--- src/rtl/pk24_pkg.sv ---
package pk24_pkg;

   // line synchroniser states
   typedef enum logic [1:0] {
      SY_WAIT = 2'd0,   // blanking, waiting for first high sample
      SY_HOLD = 2'd1,   // delayed start, skipping loads
      SY_RUN  = 2'd2    // active line, words are captured
   } sync_st_t;

endpackage

--- src/rtl/pk24_load_tracker.sv ---
module pk24_load_tracker
   import pk24_pkg::*;
#(
   parameter int GRP_WORDS   = 3,
   parameter int START_DELAY = 2,
   parameter int POS_W       = 2
) (
   input  logic             clk,
   input  logic             rst,
   input  logic             load_en,
   input  logic             line_active,
   input  logic             late_start,
   input  logic [POS_W-1:0] edge_sel,
   output logic             cap_en,
   output logic [POS_W-1:0] cap_pos,
   output logic             align_hit,
   output logic             grp_err
);

   localparam bit HAS_DLY = (START_DELAY > 0);
   localparam int DLY_W   = (START_DELAY > 1) ? $clog2(START_DELAY) : 1;
   localparam logic [POS_W-1:0] LAST_POS = POS_W'(GRP_WORDS - 1);

   sync_st_t         st, st_nx;
   logic [POS_W-1:0] phase;
   logic [POS_W-1:0] cur_pos;
   logic             synced;
   logic             err_q;
   logic             word0;
   logic             dly_done;
   logic             act_ld;
   logic             blank_ld;

   assign act_ld   = load_en &  line_active;
   assign blank_ld = load_en & ~line_active;

   generate
      if (HAS_DLY) begin : g_dly
         logic [DLY_W-1:0] dly_cnt;
         always_ff @(posedge clk) begin
            if (rst || st != SY_HOLD) begin
               dly_cnt <= '0;
            end else if (act_ld) begin
               dly_cnt <= dly_cnt + 1'b1;
            end
         end
         assign dly_done = (dly_cnt == DLY_W'(START_DELAY - 1));
      end else begin : g_nodly
         assign dly_done = 1'b1;
      end
   endgenerate

   always_comb begin
      st_nx = st;
      word0 = 1'b0;
      unique case (st)
         SY_WAIT: begin
            if (act_ld) begin
               if (late_start && HAS_DLY) begin
                  st_nx = SY_HOLD;
               end else begin
                  st_nx = SY_RUN;
                  word0 = 1'b1;
               end
            end
         end
         SY_HOLD: begin
            if (blank_ld) begin
               st_nx = SY_WAIT;
            end else if (act_ld && dly_done) begin
               st_nx = SY_RUN;
               word0 = 1'b1;
            end
         end
         SY_RUN: begin
            if (blank_ld) st_nx = SY_WAIT;
         end
         default: st_nx = SY_WAIT;
      endcase
   end

   assign cur_pos = word0 ? '0 : phase;

   always_ff @(posedge clk) begin
      if (rst) begin
         st     <= SY_WAIT;
         phase  <= '0;
         synced <= 1'b0;
         err_q  <= 1'b0;
      end else begin
         st    <= st_nx;
         err_q <= blank_ld && (st == SY_RUN) && (phase != '0);
         if (load_en) begin
            phase <= (cur_pos == LAST_POS) ? '0 : cur_pos + 1'b1;
         end
         if (word0) synced <= 1'b1;
      end
   end

   assign cap_en    = act_ld & (word0 | (st == SY_RUN));
   assign cap_pos   = cur_pos;
   assign align_hit = load_en & synced & (cur_pos == edge_sel);
   assign grp_err   = err_q;


   err_once_chk: assert property (@(posedge clk) disable iff (rst)
      grp_err |=> !grp_err);


   sync_src_chk: assert property (@(posedge clk) disable iff (rst)
      $rose(synced) |-> $past(load_en && line_active));


   hold_entry_chk: assert property (@(posedge clk) disable iff (rst)
      (st == SY_HOLD && $past(st) != SY_HOLD) |-> $past(late_start && act_ld));

endmodule

--- src/rtl/pk24_group_buf.sv ---
module pk24_group_buf #(
   parameter int BUS_W     = 64,
   parameter int GRP_WORDS = 3,
   parameter int POS_W     = 2
) (
   input  logic                       clk,
   input  logic                       rst,
   input  logic                       cap_en,
   input  logic [POS_W-1:0]           cap_pos,
   input  logic [BUS_W-1:0]           bus_word,
   input  logic                       take,
   output logic [BUS_W*GRP_WORDS-1:0] grp_data,
   output logic                       grp_full
);

   localparam int GRP_BITS = BUS_W * GRP_WORDS;
   localparam logic [POS_W-1:0] LAST_POS = POS_W'(GRP_WORDS - 1);

   logic [BUS_W-1:0]    held [GRP_WORDS-1];
   logic [GRP_BITS-1:0] asm_grp;
   logic [GRP_BITS-1:0] stage;
   logic                full_q;
   logic                last_word;

   assign last_word = cap_en && (cap_pos == LAST_POS);

   genvar gi;
   generate
      for (gi = 0; gi < GRP_WORDS - 1; gi++) begin : g_slot
         always_ff @(posedge clk) begin
            if (rst) begin
               held[gi] <= '0;
            end else if (cap_en && cap_pos == POS_W'(gi)) begin
               held[gi] <= bus_word;
            end
         end
         assign asm_grp[gi*BUS_W +: BUS_W] = held[gi];
      end
   endgenerate

   assign asm_grp[(GRP_WORDS-1)*BUS_W +: BUS_W] = bus_word;

   always_ff @(posedge clk) begin
      if (rst) begin
         stage  <= '0;
         full_q <= 1'b0;
      end else begin
         if (last_word) stage <= asm_grp;
         full_q <= last_word | (full_q & ~take);
      end
   end

   assign grp_data = stage;
   assign grp_full = full_q;


   no_overflow_chk: assert property (@(posedge clk) disable iff (rst)
      (last_word && full_q) |-> take);

endmodule

--- src/rtl/pk24_serializer.sv ---
module pk24_serializer #(
   parameter int PIX_W   = 24,
   parameter int GRP_PIX = 8
) (
   input  logic                     clk,
   input  logic                     rst,
   input  logic                     start,
   input  logic [PIX_W*GRP_PIX-1:0] grp_data,
   output logic [PIX_W-1:0]         pix,
   output logic                     pix_vld
);

   localparam int IDX_W = (GRP_PIX > 1) ? $clog2(GRP_PIX) : 1;
   localparam logic [IDX_W-1:0] LAST_IDX = IDX_W'(GRP_PIX - 1);

   logic [PIX_W*GRP_PIX-1:0] obuf;
   logic [PIX_W-1:0]         lanes [GRP_PIX];
   logic [IDX_W-1:0]         idx;
   logic                     busy;

   genvar gi;
   generate
      for (gi = 0; gi < GRP_PIX; gi++) begin : g_lane
         assign lanes[gi] = obuf[gi*PIX_W +: PIX_W];
      end
   endgenerate

   always_ff @(posedge clk) begin
      if (rst) begin
         obuf <= '0;
         idx  <= '0;
         busy <= 1'b0;
      end else if (start) begin
         obuf <= grp_data;
         idx  <= '0;
         busy <= 1'b1;
      end else if (busy) begin
         if (idx == LAST_IDX) begin
            busy <= 1'b0;
         end else begin
            idx <= idx + 1'b1;
         end
      end
   end

   assign pix     = busy ? lanes[idx] : '0;
   assign pix_vld = busy;


   burst_len_chk: assert property (@(posedge clk) disable iff (rst)
      (busy && idx != LAST_IDX) |=> busy);


   idx_step_chk: assert property (@(posedge clk) disable iff (rst)
      (busy && !start && idx != LAST_IDX) |=> (idx == $past(idx) + 1'b1));

endmodule

--- src/rtl/pk24_unpacker.sv ---
module pk24_unpacker #(
   parameter int PIX_W       = 24,
   parameter int BUS_W       = 64,
   parameter int GRP_PIX     = 8,
   parameter int GRP_WORDS   = 3,
   parameter int START_DELAY = 2,
   localparam int POS_W      = (GRP_WORDS > 1) ? $clog2(GRP_WORDS) : 1
) (
   input  logic             clk,
   input  logic             rst,
   input  logic             load_en,
   input  logic             line_active,
   input  logic             late_start,
   input  logic [POS_W-1:0] edge_sel,
   input  logic [BUS_W-1:0] bus_word,
   output logic [PIX_W-1:0] pix,
   output logic             pix_vld,
   output logic             grp_err
);

   localparam int GRP_BITS = BUS_W * GRP_WORDS;

   generate
      if (PIX_W * GRP_PIX != GRP_BITS) begin : g_bad_pack
         $error("pk24_unpacker: pixel group and word group widths differ");
      end
      if (GRP_WORDS < 2) begin : g_bad_words
         $error("pk24_unpacker: a group needs at least two bus words");
      end
   endgenerate

   logic             cap_en;
   logic [POS_W-1:0] cap_pos;
   logic             align_hit;
   logic             take;
   logic             grp_full;
   logic [GRP_BITS-1:0] grp_data;

   pk24_load_tracker #(
      .GRP_WORDS   (GRP_WORDS),
      .START_DELAY (START_DELAY),
      .POS_W       (POS_W)
   ) u_tracker (
      .clk         (clk),
      .rst         (rst),
      .load_en     (load_en),
      .line_active (line_active),
      .late_start  (late_start),
      .edge_sel    (edge_sel),
      .cap_en      (cap_en),
      .cap_pos     (cap_pos),
      .align_hit   (align_hit),
      .grp_err     (grp_err)
   );

   assign take = align_hit & grp_full;

   pk24_group_buf #(
      .BUS_W     (BUS_W),
      .GRP_WORDS (GRP_WORDS),
      .POS_W     (POS_W)
   ) u_gbuf (
      .clk      (clk),
      .rst      (rst),
      .cap_en   (cap_en),
      .cap_pos  (cap_pos),
      .bus_word (bus_word),
      .take     (take),
      .grp_data (grp_data),
      .grp_full (grp_full)
   );

   pk24_serializer #(
      .PIX_W   (PIX_W),
      .GRP_PIX (GRP_PIX)
   ) u_ser (
      .clk      (clk),
      .rst      (rst),
      .start    (take),
      .grp_data (grp_data),
      .pix      (pix),
      .pix_vld  (pix_vld)
   );


   start_vld_chk: assert property (@(posedge clk) disable iff (rst)
      take |=> (pix_vld && pix == $past(grp_data[PIX_W-1:0])));


   rst_clear_chk: assert property (@(posedge clk)
      rst |=> (!pix_vld && !grp_err));


   idle_zero_chk: assert property (@(posedge clk) disable iff (rst)
      (!pix_vld && !$past(take)) |-> (pix == '0));

endmodule

--- config.mk ---
export PLATFORM = sky130hd
export DESIGN_NAME = pk24_unpacker
export DESIGN_NICKNAME = d
export VERILOG_FILES = /design/src/rtl/pk24_pkg.sv /design/src/rtl/pk24_load_tracker.sv /design/src/rtl/pk24_group_buf.sv /design/src/rtl/pk24_serializer.sv /design/src/rtl/pk24_unpacker.sv
export SDC_FILE = /design/constraint.sdc
export NUM_CORES = 1
export LEC_CHECK = 0
export BUFFER_PORTS_ARGS = -buffer_cell sky130_fd_sc_hd__buf_2
export CORE_ASPECT_RATIO = 2
export CORE_MARGIN = 3
export CORE_UTILIZATION = 55
export DETAILED_ROUTE_END_ITERATION = 7
export PLACE_DENSITY = 0.72
export SYNTH_ARGS = -nofsm -noshare
export SYNTH_HDL_FRONTEND = slang
export SYNTH_SLANG_ARGS = --single-unit
--- constraint.sdc ---
create_clock -name clk -period 3.7 [get_ports clk]
set_clock_uncertainty 0.15 [all_clocks]
set_input_delay 0.185 -clock clk [delete_from_list [all_inputs] [get_ports clk]]
set_output_delay 0.185 -clock clk [all_outputs]
set_load 0.1 [all_outputs]
# After elaboration in Yosys (flattened, before gate mapping)

Memories as Yosys holds them, arrays and structs flattened. A register that Yosys moved wholly into a read port is not among the register bits.
Index checks and enable logic that the tools add are counted.

RAM bits: 128
Logic and storage cells: 83
Register bits: 396
Output and inout bits: 26
Memories kept: 1

Memories:

| memory      | words | width | read ports | clocked after Yosys merged registers in | wr ports | line                 | source |
|---|---|---|---|---|---|---|---|
| u_gbuf.held | 2     | 64    | 2          | 2                                       | 2        | pk24_group_buf.sv:19 | `logic [BUS_W-1:0] held [GRP_WORDS-1];` |

$add $sub $neg: 3
$lt $le $gt $ge: 1
Equal/unequal tests: 10
Mux-type cells: 30
Reductions and logical operators: 13
Bitwise logic cells: 15

Operators with widths:

| cell                                                      | number |
|---|---|
| 2-to-1 mux 64 bit                                         | 2 |
| binary-select mux 24 bit (select 3 bit)                   | 1 |
| 2-to-1 mux 24 bit                                         | 3 |
| 2-to-1 mux 1 bit                                          | 15 |
| 2-to-1 mux 2 bit                                          | 7 |
| AND 1 bit                                                 | 7 |
| logical AND 1 bit                                         | 6 |
| != test 2 x 1 -> 1 bit (second input constant)            | 3 |
| case mux 2 bit (3 select lines)                           | 1 |
| equality test 2 x 1 -> 1 bit (second input constant)      | 2 |
| equality test 2 bit (second input constant)               | 2 |
| greater-or-equal comparator 4 bit (second input constant) | 1 |
| zero test 2 bit                                           | 2 |
| inverter 3 -> 4 bit                                       | 1 |
| OR 1 bit                                                  | 4 |
| adder 3 x 1 -> 3 bit (second input constant)              | 1 |
| equality test 3 bit (second input constant)               | 1 |
| != test 3 x 1 -> 1 bit (second input constant)            | 1 |
| inverter 1 bit                                            | 3 |
| AND reduction 3 bit                                       | 1 |
| adder 2 x 1 -> 2 bit (second input constant)              | 1 |
| equality test 2 bit                                       | 1 |
| case mux 1 bit (2 select lines)                           | 1 |
| AND reduction 2 bit                                       | 1 |
| 4 further kinds                                           | 4 |

# Logic depth before layout (Yosys ltp)

Depth in word-level cells: 12
Gate-level depth with buffers: 8
Depth with buffers taken out: 5

# By module

Synthesis repeated with hierarchy kept, for this count alone.

Cells, all modules: 1945
Area total of the unflattened synthesis: 22258.8 µm²

Modules (own cells, without submodules):

| module            | area an instance (µm²) | cells an instance | instances |
|---|---|---|---|
| pk24_group_buf    | 13361.6                | 1112              | 1 |
| pk24_serializer   | 8450.6                 | 780               | 1 |
| pk24_load_tracker | 440.4                  | 52                | 1 |
| pk24_unpacker     | 6.3                    | 1                 | 1 |

# Least setup slack after synthesis

No wires, ideal clock.

Kind: input-to-reg
Start: input rst
End: memory u_gbuf.held[0][0], enable pin
Stages: 5
Path slack: 0.246 ns
Arrival: 2.459 ns
Path buffers: 4
Setup time: 0.846 ns
Cell sequence: clkbuf_1 clkbuf_1 clkbuf_1 clkbuf_1 nand3b_1

RTL lines:

| what               | line                 | source |
|---|---|---|
| start: declaration | pk24_unpacker.sv:10  | `input logic rst,` |
| end: declaration   | pk24_group_buf.sv:19 |  |

# Worst setup path in the final report

Start: register u_ser.idx[1]
End: output pix[6]

Word-level cells in the longest chain between the ends: 5

Ends and longest elaborated chain:

| what                                                  | line                  | source |
|---|---|---|
| start: declaration                                    | pk24_serializer.sv:18 | `logic [IDX_W-1:0] idx;` |
| start signal: assignment                              | pk24_serializer.sv:41 | `idx <= idx + 1'b1;` |
| inverter 3 -> 4 bit (implied by the code)             | pk24_serializer.sv:46 | `assign pix = busy ? lanes[idx] : '0;` |
| binary-select mux 24 bit (select 3 bit)               | pk24_serializer.sv:46 |  |
| 2-to-1 mux 24 bit (implied by the code) (2 in series) | pk24_serializer.sv:46 |  |
| 2-to-1 mux 24 bit                                     | pk24_serializer.sv:46 |  |
| end: declaration                                      | pk24_unpacker.sv:16   | `output logic [PIX_W-1:0] pix,` |

No other way between the ends. The select of a mux whose other input is x is not followed.

==> results.yml <==
final_layout:
  fillers: 3274
  layout_commonest_cell: "dfxtp_1"
  final_nets: 2264
  area_growth_pct: 13.5
  final_cell_mix: "394 x dfxtp_1, 390 x nand2_1, 385 x nand2b_1"
  drive_above_1_share_pct: 11.2
  final_area_mm2: 0.0250
sta:
  hold_viol_final: 1
  period_needed_ps: 3280
  whs_ps: -3.85
  rsz0062_at_grt: "false"
  maxSlewViolCount: 0
  worst_pin_slew_ps: 1190
  fmaxAchievable_ghz: 0.305
  tns_ps: 0
  final-setup-viol-count: 0
  fin_crit_sh_pct: 88.7
  slew_headroom_pct: 20.7
synthesis:
  synth_area_mm2: 0.0220
  synth_area_leaders: "dfxtp_1 36%, edfxtp_1 17%, nand2b_1 11%"
  yosys_warnings: 0
  synth_edf_count: 128
  async_flop_share_pct: 0
  synth_cells: 2120
  synth_ff_type: "dfxtp_1"
  synth_top_area_share_pct: 36.0
  yosysSeqAreaShare_pct: 53.5
  syn_area_per_cell_um2: 10.4
  synth_top_cell_by_area: "dfxtp_1"
  ys_types: 43
  synth_nets: 2193
  ys_ff_latch: 524
detailed_routing:
  drc_errors: 0
  initialDrtViolationCount: 1147
  num_vias: 15100
  routed_wl_um: 58000
  routedWlPerCell_um: 21.1
  routed_via_density: 5.47
  drt_first_pass_iters: 5
  final_antenna_net_count: 0
clock_network:
  cts_tree: "built"
  cts_made_buffers: 46
  cts-root-buf: "clkbuf_16"
  htree_num_levels: 2
  cts_resized: 0
  clock_path_buffers: 3
  cts.clk_slew.worst_paths_ps: 70
  insertion_delay_ps: 570
  cts.sinks: 524
power:
  comb_power_share_pct: 3.5
  pwr-share-seq_pct: 51.6
  total_power_uw: 11500
  p_int_uw: 9130
  ir_worst_vdd_v: 0.000427
  p_leak_uw: 0.00809
  power_density_mw_per_mm2: 463
  switching_share_pct: 20.9
  clkPwrFrac_pct: 44.9
  power.switching_uw: 2410
global_route:
  antenna_found_initial: 0
  met3_usage_pct: 2.52
  grt_pass1_vias: 14600
  met2_usage_pct: 45.3
  overflow: 0
  grt_pass1_wl_um: 87700
  grt_usage_pct: 27.0
  grt-busiest-layer: "met2"
  grt_max_degree: 194
  grtUsageMet1_pct: 32.7
outcome:
  violations: "negative hold slack"
  status: "finished with violations"
place:
  port_buffers: 96
  place_area_mm2: 0.0226
  dpl.hpwl_um: 37600
  place_congestion: 0.879
die:
  core_area_mm2: 0.0394
  dieArea_mm2: 0.0426
  pin_count: 97
  die_y_um: 289
  row_count: 103
  die_w_um: 147
  initial_core_util_pct: 55.8
worst_hold_path:
  min_from: "rst"
  hold_path.class: "in -> reg"
  whs_path_depth: 2
worst_setup_path:
  critPathArrivalTime_ps: 2950
  ff2ff_setup_slack_ps: 1180
  critPathCaptureType: "output pin"
  startpoint: "u_ser.idx[1]"
  rr_worst_depth: 6
  path_max_fanout: 50
  reg2reg_to: "u_ser.obuf[141]"
  worstPathRequired_ps: 3370
  timing.critical_path.to: "pix[6]"
  critical_path_class: "reg -> out"
  r2r-start: "u_tracker.st[0]"
  crit_path_start_kind: "flop"
job:
  max_cap_viol_count: 0
[cell usage after synthesis (2+ instances only)]
master	number
dfxtp_1	396
nand2b_1	386
mux2i_1	218
clkbuf_1	104
inv_1	2
mux4_2	48
buf_2	22
buf_6	11
a32oi_1	2
nor3_1	4
edfxtp_1	128
ha_1	2
xnor2_1	2
buf_1	5
clkbuf_2	6
a21oi_1	194
nand2_1	390
nor4_1	2
nor2b_1	29
buf_4	8
and2_1	129
nand3b_1	2
nor2_1	7
buf_8	4
[metal layers]
| layer | up-vias | share of wire [%] | routed length, um |
|---|---|---|---|
| met2 | 399 | 49 | 28200 |
| met5 | - | 0 | 0 |
| met1 | 7352 | 39 | 22700 |
| li1 | 7171 | - | - |
| met4 | 0 | 8.7 | 5070 |
| met3 | 143 | 3.4 | 2000 |
[flip-flops by register name, indices dropped and copies added, names as in the netlist]
name / cells
u_tracker.dly_done: 1
u_ser.idx: 3
u_gbuf.held: 128
u_gbuf.grp_data: 192
u_tracker.grp_err: 1
u_tracker.synced: 1
u_tracker.phase: 2
u_ser.pix_vld: 1
u_ser.obuf: 192
u_tracker.st: 2
u_gbuf.grp_full: 1
[repair_timing]
item                                    in CTS  in global routing
setup buffers                                0                  0
endpoints found under the setup margin       0                  0
hold endpoints to repair                   200                  0
hold buffers                                68                  0
[area by class of cell]
type | instances | area, um2 | area share (%)
repair buffers | 184 | 1450 | 5.80
flip-flops and latches | 524 | 11800 | 47.2
multi-input cells | 1433 | 9430 | 37.8
clock inverters | 25 | 347 | 1.39
inverters | 2 | 7.51 | 0.0301
clock buffers | 60 | 1280 | 5.15
well taps | 525 | 657 | 2.63
diodes | 1 | 2.50 | 0.0100
[how the worst min path moves through the flow]
stage | to | slack, ps
finish | u_gbuf.grp_data[80] | -4
global route | u_gbuf.grp_data[80] | 60
CTS | u_gbuf.grp_data[48] | 10
detailed placement | u_gbuf.grp_data[169] | 300
global placement | u_gbuf.grp_data[47] | 290
floorplan | u_gbuf.grp_data[128] | 170
[per-stage QoR]
step	setup WS (ps)	util, %	instances
after floorplan	246	-	2120
after global placement	1150	57.4	2600
after detailed placement	1110	57.4	2600
after CTS	499	63.3	2753
after global routing	366	63.3	2753
final	419	63.3	2754
[cells by family after synthesis]
family	Yosys count	share of synthesized area, %
AO/OA/AOI/OAI	205	4.90
XOR/XNOR	3	0.119
adder cells (fa/ha/maj)	2	0.114
buffers and inverters	163	3.73
flip-flops	524	53.5
multiplexers	266	14.8
AND/OR/NAND/NOR	957	22.8
[power by group through the flow]
stage                     clock network [uW]  registers (uW)  logic [uW]
final                                   5190            5960         399
after global routing                    5470            5960         426
after CTS                               5270            5960         400
after detailed placement                   0            6090         342
after global placement                     0            6090         340
after floorplan                            0            6090         196
[critical path, stage by stage (launching register included)]
cell,delay (ps)
dfxtp_2,1120
mux4_2,400
mux2i_1,80
nor2b_1,280
buf_2,490
(Power assumes the default switching activity.)
